## src/rtl/prechg_guard_pkg.sv

```systemverilog
package prechg_guard_pkg;
  typedef enum logic [2:0] {
    CMD_NOP = 3'd0,
    CMD_ACT = 3'd1,
    CMD_RD  = 3'd2,
    CMD_WR  = 3'd3,
    CMD_PRE = 3'd4
  } cmd_e;

  // burst length code -> BL/2
  function automatic logic [3:0] half_bl(input logic [1:0] code);
    case (code)
      2'd2:    half_bl = 4'd4;
      2'd3:    half_bl = 4'd8;
      default: half_bl = 4'd2;
    endcase
  endfunction
endpackage

```

## src/rtl/prechg_gap_calc.sv

```systemverilog
module prechg_gap_calc
  import prechg_guard_pkg::*;
#(
  parameter int TW = 4,
  parameter int CW = 6
) (
  input  logic          is_wr_i,
  input  logic          trunc_i,
  input  logic [1:0]    cmd_bl_i,
  input  logic [1:0]    mode_bl_i,
  input  logic [TW-1:0] wl_i,
  input  logic [TW-1:0] twr_i,
  input  logic [TW-1:0] rtp_i,
  output logic [CW-1:0] gap_o
);
  logic [1:0]    bl_code;
  logic [CW-1:0] wr_gap;

  assign bl_code = trunc_i ? cmd_bl_i : mode_bl_i;
  // prefetch group must be latched before recovery starts: +1
  assign wr_gap  = CW'(wl_i) + CW'(half_bl(bl_code)) + CW'(1) + CW'(twr_i);
  assign gap_o   = is_wr_i ? wr_gap : CW'(rtp_i);
endmodule

```

## src/rtl/prechg_bank_timer.sv

```systemverilog
module prechg_bank_timer #(
  parameter int CW = 6
) (
  input  logic          clk_i,
  input  logic          rst_ni,
  input  logic          pre_load_i,
  input  logic [CW-1:0] pre_gap_i,
  input  logic          act_load_i,
  input  logic [CW-1:0] act_gap_i,
  output logic          pre_ok_o,
  output logic          act_ok_o
);
  logic [CW-1:0] pre_q, pre_d, act_q, act_d;

  function automatic logic [CW-1:0] next_cnt(input logic [CW-1:0] cur,
                                             input logic          ld,
                                             input logic [CW-1:0] gap);
    logic [CW-1:0] dec, tgt;
    dec = (cur != '0) ? cur - 1'b1 : '0;
    tgt = (gap != '0) ? gap - 1'b1 : '0;
    next_cnt = (ld && tgt > dec) ? tgt : dec;
  endfunction

  always_comb begin
    pre_d = next_cnt(pre_q, pre_load_i, pre_gap_i);
    act_d = next_cnt(act_q, act_load_i, act_gap_i);
  end

  always_ff @(posedge clk_i or negedge rst_ni) begin
    if (!rst_ni) begin
      pre_q <= '0;
      act_q <= '0;
    end else begin
      pre_q <= pre_d;
      act_q <= act_d;
    end
  end

  assign pre_ok_o = (pre_q == '0);
  assign act_ok_o = (act_q == '0);

  assert_rw_blocks_pre_R2: assert property (@(posedge clk_i) disable iff (!rst_ni)
    (pre_load_i && pre_gap_i > CW'(1)) |=> !pre_ok_o);

  assert_pre_blocks_act_R6: assert property (@(posedge clk_i) disable iff (!rst_ni)
    (act_load_i && act_gap_i > CW'(1)) |=> !act_ok_o);

  assert_no_shorten_R8: assert property (@(posedge clk_i) disable iff (!rst_ni)
    (pre_load_i && pre_q != '0) |=> pre_q >= $past(pre_q) - 1'b1);

  assert_sat_zero_R7: assert property (@(posedge clk_i) disable iff (!rst_ni)
    (!pre_load_i && pre_ok_o) |=> pre_ok_o);
endmodule

```

## src/rtl/prechg_act_guard.sv

```systemverilog
module prechg_act_guard
  import prechg_guard_pkg::*;
#(
  parameter int NUM_BANKS = 8,
  parameter int TW        = 4,
  localparam int BANK_W   = (NUM_BANKS > 1) ? $clog2(NUM_BANKS) : 1,
  localparam int CW       = $clog2(3 * ((1 << TW) - 1) + 10)
) (
  input  logic                 clk_i,
  input  logic                 rst_ni,
  input  logic [2:0]           cmd_i,
  input  logic [BANK_W-1:0]    cmd_bank_i,
  input  logic                 cmd_trunc_i,
  input  logic [1:0]           cmd_bl_i,
  input  logic [1:0]           mode_bl_i,
  input  logic [TW-1:0]        wl_i,
  input  logic [TW-1:0]        twr_i,
  input  logic [TW-1:0]        rtp_i,
  input  logic [TW-1:0]        trp_i,
  output logic [NUM_BANKS-1:0] pre_ok_o,
  output logic [NUM_BANKS-1:0] act_ok_o,
  output logic                 violation_o
);
  logic          is_rd, is_wr, is_pre, is_act;
  logic          pre_bad, act_bad, pre_acc;
  logic [CW-1:0] rw_gap, trp_gap;
  logic          viol_q;

  assign is_rd  = (cmd_i == CMD_RD);
  assign is_wr  = (cmd_i == CMD_WR);
  assign is_pre = (cmd_i == CMD_PRE);
  assign is_act = (cmd_i == CMD_ACT);

  assign pre_bad = is_pre && !pre_ok_o[cmd_bank_i];
  assign act_bad = is_act && !act_ok_o[cmd_bank_i];
  assign pre_acc = is_pre && !pre_bad;
  assign trp_gap = CW'(trp_i);

  prechg_gap_calc #(.TW(TW), .CW(CW)) u_gap (
    .is_wr_i   (is_wr),
    .trunc_i   (cmd_trunc_i),
    .cmd_bl_i  (cmd_bl_i),
    .mode_bl_i (mode_bl_i),
    .wl_i      (wl_i),
    .twr_i     (twr_i),
    .rtp_i     (rtp_i),
    .gap_o     (rw_gap)
  );

  for (genvar b = 0; b < NUM_BANKS; b++) begin : g_bank
    logic hit;
    assign hit = (cmd_bank_i == BANK_W'(b));
    prechg_bank_timer #(.CW(CW)) u_tmr (
      .clk_i      (clk_i),
      .rst_ni     (rst_ni),
      .pre_load_i (hit && (is_rd || is_wr)),
      .pre_gap_i  (rw_gap),
      .act_load_i (hit && pre_acc),
      .act_gap_i  (trp_gap),
      .pre_ok_o   (pre_ok_o[b]),
      .act_ok_o   (act_ok_o[b])
    );
  end

  always_ff @(posedge clk_i or negedge rst_ni) begin
    if (!rst_ni) viol_q <= 1'b0;
    else         viol_q <= pre_bad || act_bad;
  end

  assign violation_o = viol_q;

  assert_viol_cause_R9: assert property (@(posedge clk_i) disable iff (!rst_ni)
    violation_o |-> $past(cmd_i == CMD_PRE || cmd_i == CMD_ACT));

  assert_rw_no_viol_R10: assert property (@(posedge clk_i) disable iff (!rst_ni)
    (cmd_i == CMD_RD || cmd_i == CMD_WR || cmd_i == CMD_NOP) |=> !violation_o);

  assert_reject_keeps_act_R9: assert property (@(posedge clk_i) disable iff (!rst_ni)
    (cmd_i == CMD_PRE && !pre_ok_o[cmd_bank_i] && act_ok_o[cmd_bank_i])
      |=> act_ok_o[$past(cmd_bank_i)]);
endmodule

```

## config.mk

```make
export PLATFORM = sky130hd
export DESIGN_NAME = prechg_act_guard
export DESIGN_NICKNAME = d
export VERILOG_FILES = /design/src/rtl/prechg_guard_pkg.sv /design/src/rtl/prechg_gap_calc.sv /design/src/rtl/prechg_bank_timer.sv /design/src/rtl/prechg_act_guard.sv
export SDC_FILE = /design/constraint.sdc
export NUM_CORES = 1
export LEC_CHECK = 0
export BUFFER_PORTS_ARGS = -buffer_cell sky130_fd_sc_hd__buf_2
export CAP_MARGIN = 20
export CORE_UTILIZATION = 46
export CTS_CLUSTER_DIAMETER = 100
export CTS_CLUSTER_SIZE = 16
export DETAILED_ROUTE_END_ITERATION = 8
export GPL_TIMING_DRIVEN = 0
export PLACE_DENSITY_LB_ADDON = 0.12
export SLEW_MARGIN = 20
export SYNTH_ARGS = -nofsm -noshare
export SYNTH_HDL_FRONTEND = slang
export SYNTH_SLANG_ARGS = --single-unit
```

## constraint.sdc

```tcl
create_clock -name clk_i -period 9.14 [get_ports clk_i]
set_input_delay 0.457 -clock clk_i [delete_from_list [all_inputs] [get_ports clk_i]]
set_output_delay 0.457 -clock clk_i [all_outputs]
set_load 0.01 [all_outputs]
```

; ---- Word level (Yosys, flattened, before mapping)
; Cells that the tools add are included.
[totals]
reg_bits = 97
latch_bits = 0
ram_bits = 0
romBits = 0
output_inout_bits = 17
elab_cells = 184
mem_count = 0
[op_classes]
n_addsub = 21
n_mul = 0
div = 0
magnitude_cmp = 17
eq_ne = 13
shift = 0
muxes = 41
bitwise = 0
reduce_logical = 75
[ops]
columns = op, count
row1 = $mux 6, 35
row2 = $reduce_bool 6->1, 18
row3 = $sub 6x1->6 const B, 17
row4 = $gt 6x6->1, 16
row5 = $logic_not 6->1, 16
row6 = $logic_and 1x1->1, 35
row7 = $eq 3x3->1 const B, 5
row8 = $eq 3x2->1 const B, 4
row9 = $pmux 4 s2, 1
row10 = $add 6x1->6 const B, 1
row11 = $add 6x4->6, 1
row12 = $bmux 1 s3, 2
row13 = $eq 3x1->1 const B, 2
row14 = $add 4x4->5, 1
row15 = $sub 4x1->5 const B, 1
row16 = $eq 2x2->1 const B, 2
row17 = $lt 3x4->1 const B, 1
row18 = $logic_not 1->1, 3
row19 = $logic_not 3->1, 1
row20 = $logic_or 1x1->1, 2
row21 = $mux 1, 2
row22 = $mux 2, 1

; ---- Logic depth before layout (Yosys ltp)
[logic_depth]
word_depth = 12
depth_mapped = 19
ltp_nobuf = 17

; ---- Modules after synthesis
; A second synthesis with hierarchy kept.
[hier_totals]
hier_cells = 1267
area_unflattened_um2 = 11093.1
[by_module_without_submodules]
columns = module, n_inst, cells_each, area_each_um2, seq_area_each_um2
row1 = prechg_bank_timer, 8, 148, 1305.0, 300.3
row2 = prechg_act_guard, 1, 45, 342.8, 25.0
row3 = prechg_gap_calc, 1, 38, 310.3, 0.0

; ---- Least setup slack after synthesis
; OpenSTA, ideal clock, no wires.
[synth_timing]
path_type = input-to-reg
from = in cmd_trunc_i
to = reg g_bank[4].u_tmr.pre_q[0]
setup_ns = 0.125
arrival_time_ns = 4.873
required_ns = 9.015
slack_ns = 4.142
path_stages = 17
path_buffers = 1
cell_sequence = mux2i_1 ha_1 fa_1 ha_1 or2_2 o31ai_1 xor2_1 o21a_1 clkbuf_1 xnor2_1 nor2_1 ha_1 and4_1 a221oi_1 a311oi_1 inv_1 mux2_2
[synth_between]
elab_chain_len = 12
word_cells_on_any_way = 14
cone_classes = 4 x add/sub / 1 x order compare / 2 x eq/ne / 5 x mux / 2 x reduce/logical
[synth_lines]
columns = element, line
row1 = "start, declared", prechg_act_guard.sv:13  ; input logic cmd_trunc_i,
row2 = $mux 2 *, prechg_gap_calc.sv:19  ; assign bl_code = trunc_i ? cmd_bl_i : mode_bl_i;
row3 = $eq 2x2->1, prechg_guard_pkg.sv:12  ; case (code)
row4 = $pmux 4 s2 *, prechg_guard_pkg.sv:12
row5 = $add 4x4->5 *, prechg_gap_calc.sv:21  ; assign wr_gap = CW'(wl_i) + CW'(half_bl(bl_code)) + CW'(1) + CW'(twr_i);
row6 = $add 6x1->6 *, prechg_gap_calc.sv:21
row7 = $add 6x4->6 *, prechg_gap_calc.sv:21
row8 = $mux 6 *, prechg_gap_calc.sv:22  ; assign gap_o = is_wr_i ? wr_gap : CW'(rtp_i);
row9 = $sub 6x1->6 / $reduce_bool 6->1 (equally long branches), prechg_bank_timer.sv:20  ; tgt = (gap != '0) ? gap - 1'b1 : '0;
row10 = $mux 6 *, prechg_bank_timer.sv:20
row11 = $gt 6x6->1, prechg_bank_timer.sv:21  ; next_cnt = (ld && tgt > dec) ? tgt : dec;
row12 = $logic_and 1x1->1, prechg_bank_timer.sv:21
row13 = $mux 6 *, prechg_bank_timer.sv:21
row14 = net g_bank[4].u_tmr.pre_d[0], prechg_bank_timer.sv:13  ; logic [CW-1:0] pre_q, pre_d, act_q, act_d;
row15 = "end signal, assigned", prechg_bank_timer.sv:34  ; pre_q <= pre_d;
row16 = "end, declared", prechg_bank_timer.sv:13
; Mark *: on every way through the listed nets, which the timed path passes. The rest lies on a longest branch.

; ---- Worst setup path after layout
; Ends and elaborated chain as after synthesis.

==> flow_summary.yaml <==
outcome:
  outcome: "complete, but fails checks"
  violations: "DRC"
critical_path:
  worst_path_most_repeated_cell: "ha_1"
  cp_slowest_stage_delay_ns: 0.74
  r2r_setup_slack_ns: 5.83
  start_kind: "input port"
  crit_path_start: "cmd_trunc_i"
  cp.arrival_ns: 6.29
  worstSetupPathDepth: 19
  critPathTopFamily: "adder cells"
  cp_cell_sequence: "buf_2, mux2i_1, ha_1, fa_1, ha_1, or2_2, o31ai_1, xor2_1, o21a_1, clkbuf_1, a41o_1, clkbuf_1, nand2_1, ha_1, and4_1, a221oi_1, a311oi_1, inv_1, mux2_2"
  r2r-start: "g_bank[4].u_tmr.pre_q[0]$_DFF_PN0_"
  timing.critical_path.buf_inv: 4
  r2r_cells: 10
  cp_slowest_cell: "a311oi_1"
  cp-end-kind: "flip-flop"
  r2r-end: "g_bank[4].u_tmr.pre_q[0]$_DFF_PN0_"
  worstPathRequired_ns: 9.37
  critical_path_class: "input port to flip-flop"
  crit_fanout: 9
  cp-endpoint: "g_bank[4].u_tmr.pre_q[0]$_DFF_PN0_"
die:
  fp.coreArea_um2: 18150
  io_pins: 46
  start_util: 0.4750
  die_h_um: 138.9
  dieArea_um2: 19290
  die_width_um: 138.9
  num_rows: 49
hold_path:
  hp-class: "input port to async pin"
synthesis:
  synthArstFlopShare: 1.000
  synthFlopType: "dfrtp_1"
  netlist_instances: 953
  ys_warn_count: 0
  yosys.area_share.simple: 0.2036
  synth_top_area_share: 0.2816
  synth_xor_area_frac: 0.03657
  yosys-top-cells-count: "130 x ha_1, 103 x nor2_1, 97 x dfrtp_1"
  yosysTopAreaCell: "dfrtp_1"
  synth-edff-count: 0
  synth_cell_type_count: 68
  synthMuxAreaShare: 0.1016
  synth_area_leaders: "dfrtp_1 28%, ha_1 19%, mux2i_1 6.9%, nor2_1 4.5%, inv_1 3.8%"
  synth_area_um2: 8621
  avgSynthCellArea_um2: 9.046
  synth_compound_area_frac: 0.1247
  synth_top_family_by_area: "simple AND/OR/NAND/NOR gates"
  ys_ff_latch: 97
  synth_fa_ha_area_frac: 0.1933
  yosysSeqAreaShare: 0.2816
  synth.most_common_cell: "ha_1"
global_route:
  overflow: 0
  antenna_found_initial: 0
  grt_start_max_net_pins: 59
  track_usage: 0.2122
  grt_pass1_vias: 6575
  grt_pass1_wl_mm: 32.49
routing:
  wl_per_cell_um: 15.55
  dr_total_vias: 6652
  wl_mm: 19.51
  drcViolationCount: 2
  first_pass_iters: 9
  drtAntennaViolNets: 0
  viasPerCell: 5.300
  first_iter_violations: 257
cells_and_area:
  seq_area_um2: 2427
  area_delta_synth_final_pct: 10.87
  n_fill_cell: 1737
  drive_gt1_frac: 0.1452
  multi_input_area_um2: 5801
  antenna_cells: 0
  nNetsFinal: 1183
  final_util: 0.5267
placement:
  gp_congestion: 0.8414
  hpwlAfterDp_mm: 14.56
  place_ws_ns: 2.777
  numPortBuffers: 42
sta:
  post-route-period-util: 0.6624
  finalHoldViolCount: 0
  tightest_slew_ns: 0.9241
  max_slew_margin: 0.3826
  rsz0062_at_grt: "no"
  report.final.slew_viol_count: 0
  fin_tns_setup_ns: 0
  setup_viol: 0
  setup_slack_ns: 3.086
  fmax_mhz: 165.2
  finalCriticalPeriod_ns: 6.054
  fin_skew_ns: 0.01095
cts:
  cts-root-buf: "clkbuf_16"
  clockBufferDepth: 2
  cts_tree: "yes"
  cts_buffers: 9
  insertion_delay_ns: 0.36
  holdBufCountCts: 0
  clk_pin_slew_ns: 0.06
  postCtsResizedCells: 0
  ctsHtreeMaxLevel: 3
  clock-sinks: 97
  post-cts-setup-buffers: 0
power:
  power_density_nw_per_um2: 276.9
  p_leak_nw: 4.674
  ir_drop_mv: 0.1518
run:
  drv_cap: 0
[logic make-up after synthesis]
group | after synthesis
AO/OA/AOI/OAI | 151
XOR/XNOR | 36
adder cells (fa/ha/maj) | 132
buffers and inverters | 116
flip-flops | 97
multiplexers | 80
other | 1
AND/OR/NAND/NOR | 340
[how the worst min path moves through the flow]
stage / start / end / slack (ns)
2_1_floorplan: rst_ni / g_bank[0].u_tmr.act_q[0]$_DFF_PN0_ / 0.16
3_3_place_gp: g_bank[2].u_tmr.act_q[5]$_DFF_PN0_ / g_bank[2].u_tmr.act_q[5]$_DFF_PN0_ / 0.57
3_5_place_dp: rst_ni / g_bank[6].u_tmr.pre_q[3]$_DFF_PN0_ / 0.40
4_1_cts: rst_ni / g_bank[6].u_tmr.pre_q[3]$_DFF_PN0_ / 0.03
5_1_grt: rst_ni / g_bank[3].u_tmr.pre_q[4]$_DFF_PN0_ / 0.05
6_report: rst_ni / g_bank[6].u_tmr.pre_q[3]$_DFF_PN0_ / 0.01
[registers in the layout, summed over array words and instances (netlist names)]
signal / count
g_bank.u_tmr.act_q: 48
g_bank.u_tmr.pre_q: 48
violation_o: 1
[routing by layer]
layer	track usage	share of wire	vias up
li1	-	-	3431
met1	0.2738	0.48	3143
met2	0.3759	0.49	68
met3	0.02866	0.022	10
met4	0.04854	0.0089	0
met5	0	0	-
[layout by cell type, fill, tap and decap left out, types with 3 or more instances in the layout]
master and instances:
a211oi_2 4, a21o_1 27, a21oi_1 49, a221oi_1 4, a311oi_2 3, a31oi_1 10
and2_1 3, and2b_1 4, and4_1 4, and4b_1 3, buf_2 42, buf_4 17
clkbuf_1 11, clkbuf_16 9, conb_1 16, dfrtp_1 97, ha_1 130, inv_1 87
mux2_2 15, mux2i_1 59, mux4_2 4, nand2_1 64, nand2b_1 22, nand3_1 4
nand3b_1 3, nand4_1 12, nor2_1 103, nor2b_1 37, nor3_1 33, nor3b_1 6
o211ai_1 3, o21a_1 3, o21ai_0 15, o31ai_1 9, or2_2 29, xnor2_1 14
xor2_1 21
[final cells by class]
| class | count | area share |
|---|---|---|
| multi-input cells | 755 | 0.6069 |
| repair buffers | 43 | 0.02553 |
| plain buffers | 29 | 0.01833 |
| well taps | 229 | 0.02998 |
| flip-flops and latches | 97 | 0.2540 |
| clock inverters | 2 | 0.003927 |
| clock buffers | 13 | 0.02723 |
| inverters | 87 | 0.03417 |
[through the flow]
stage          cell area, um2  hold WS, ns  total power, mW  instances
4_1_cts                  9539      0.03202            2.657       1255
5_1_grt                  9558      0.05057            2.936       1255
3_3_place_gp             9174       0.5749            2.224       1239
2_1_floorplan            8677       0.1614            1.938        968
6_report                 9558      0.01023            2.646       1255
3_5_place_dp             9241       0.4044            2.252       1240
[report_power, final]
part	switching, mW	internal [mW]	total, mW	leakage, nW
clock	0.166	0.226	0.392	0.142
combinational	0.771	0.719	1.49	3.38
sequential	0.150	0.614	0.764	1.15
total	1.09	1.56	2.65	4.67
(Power assumes the default switching activity.)
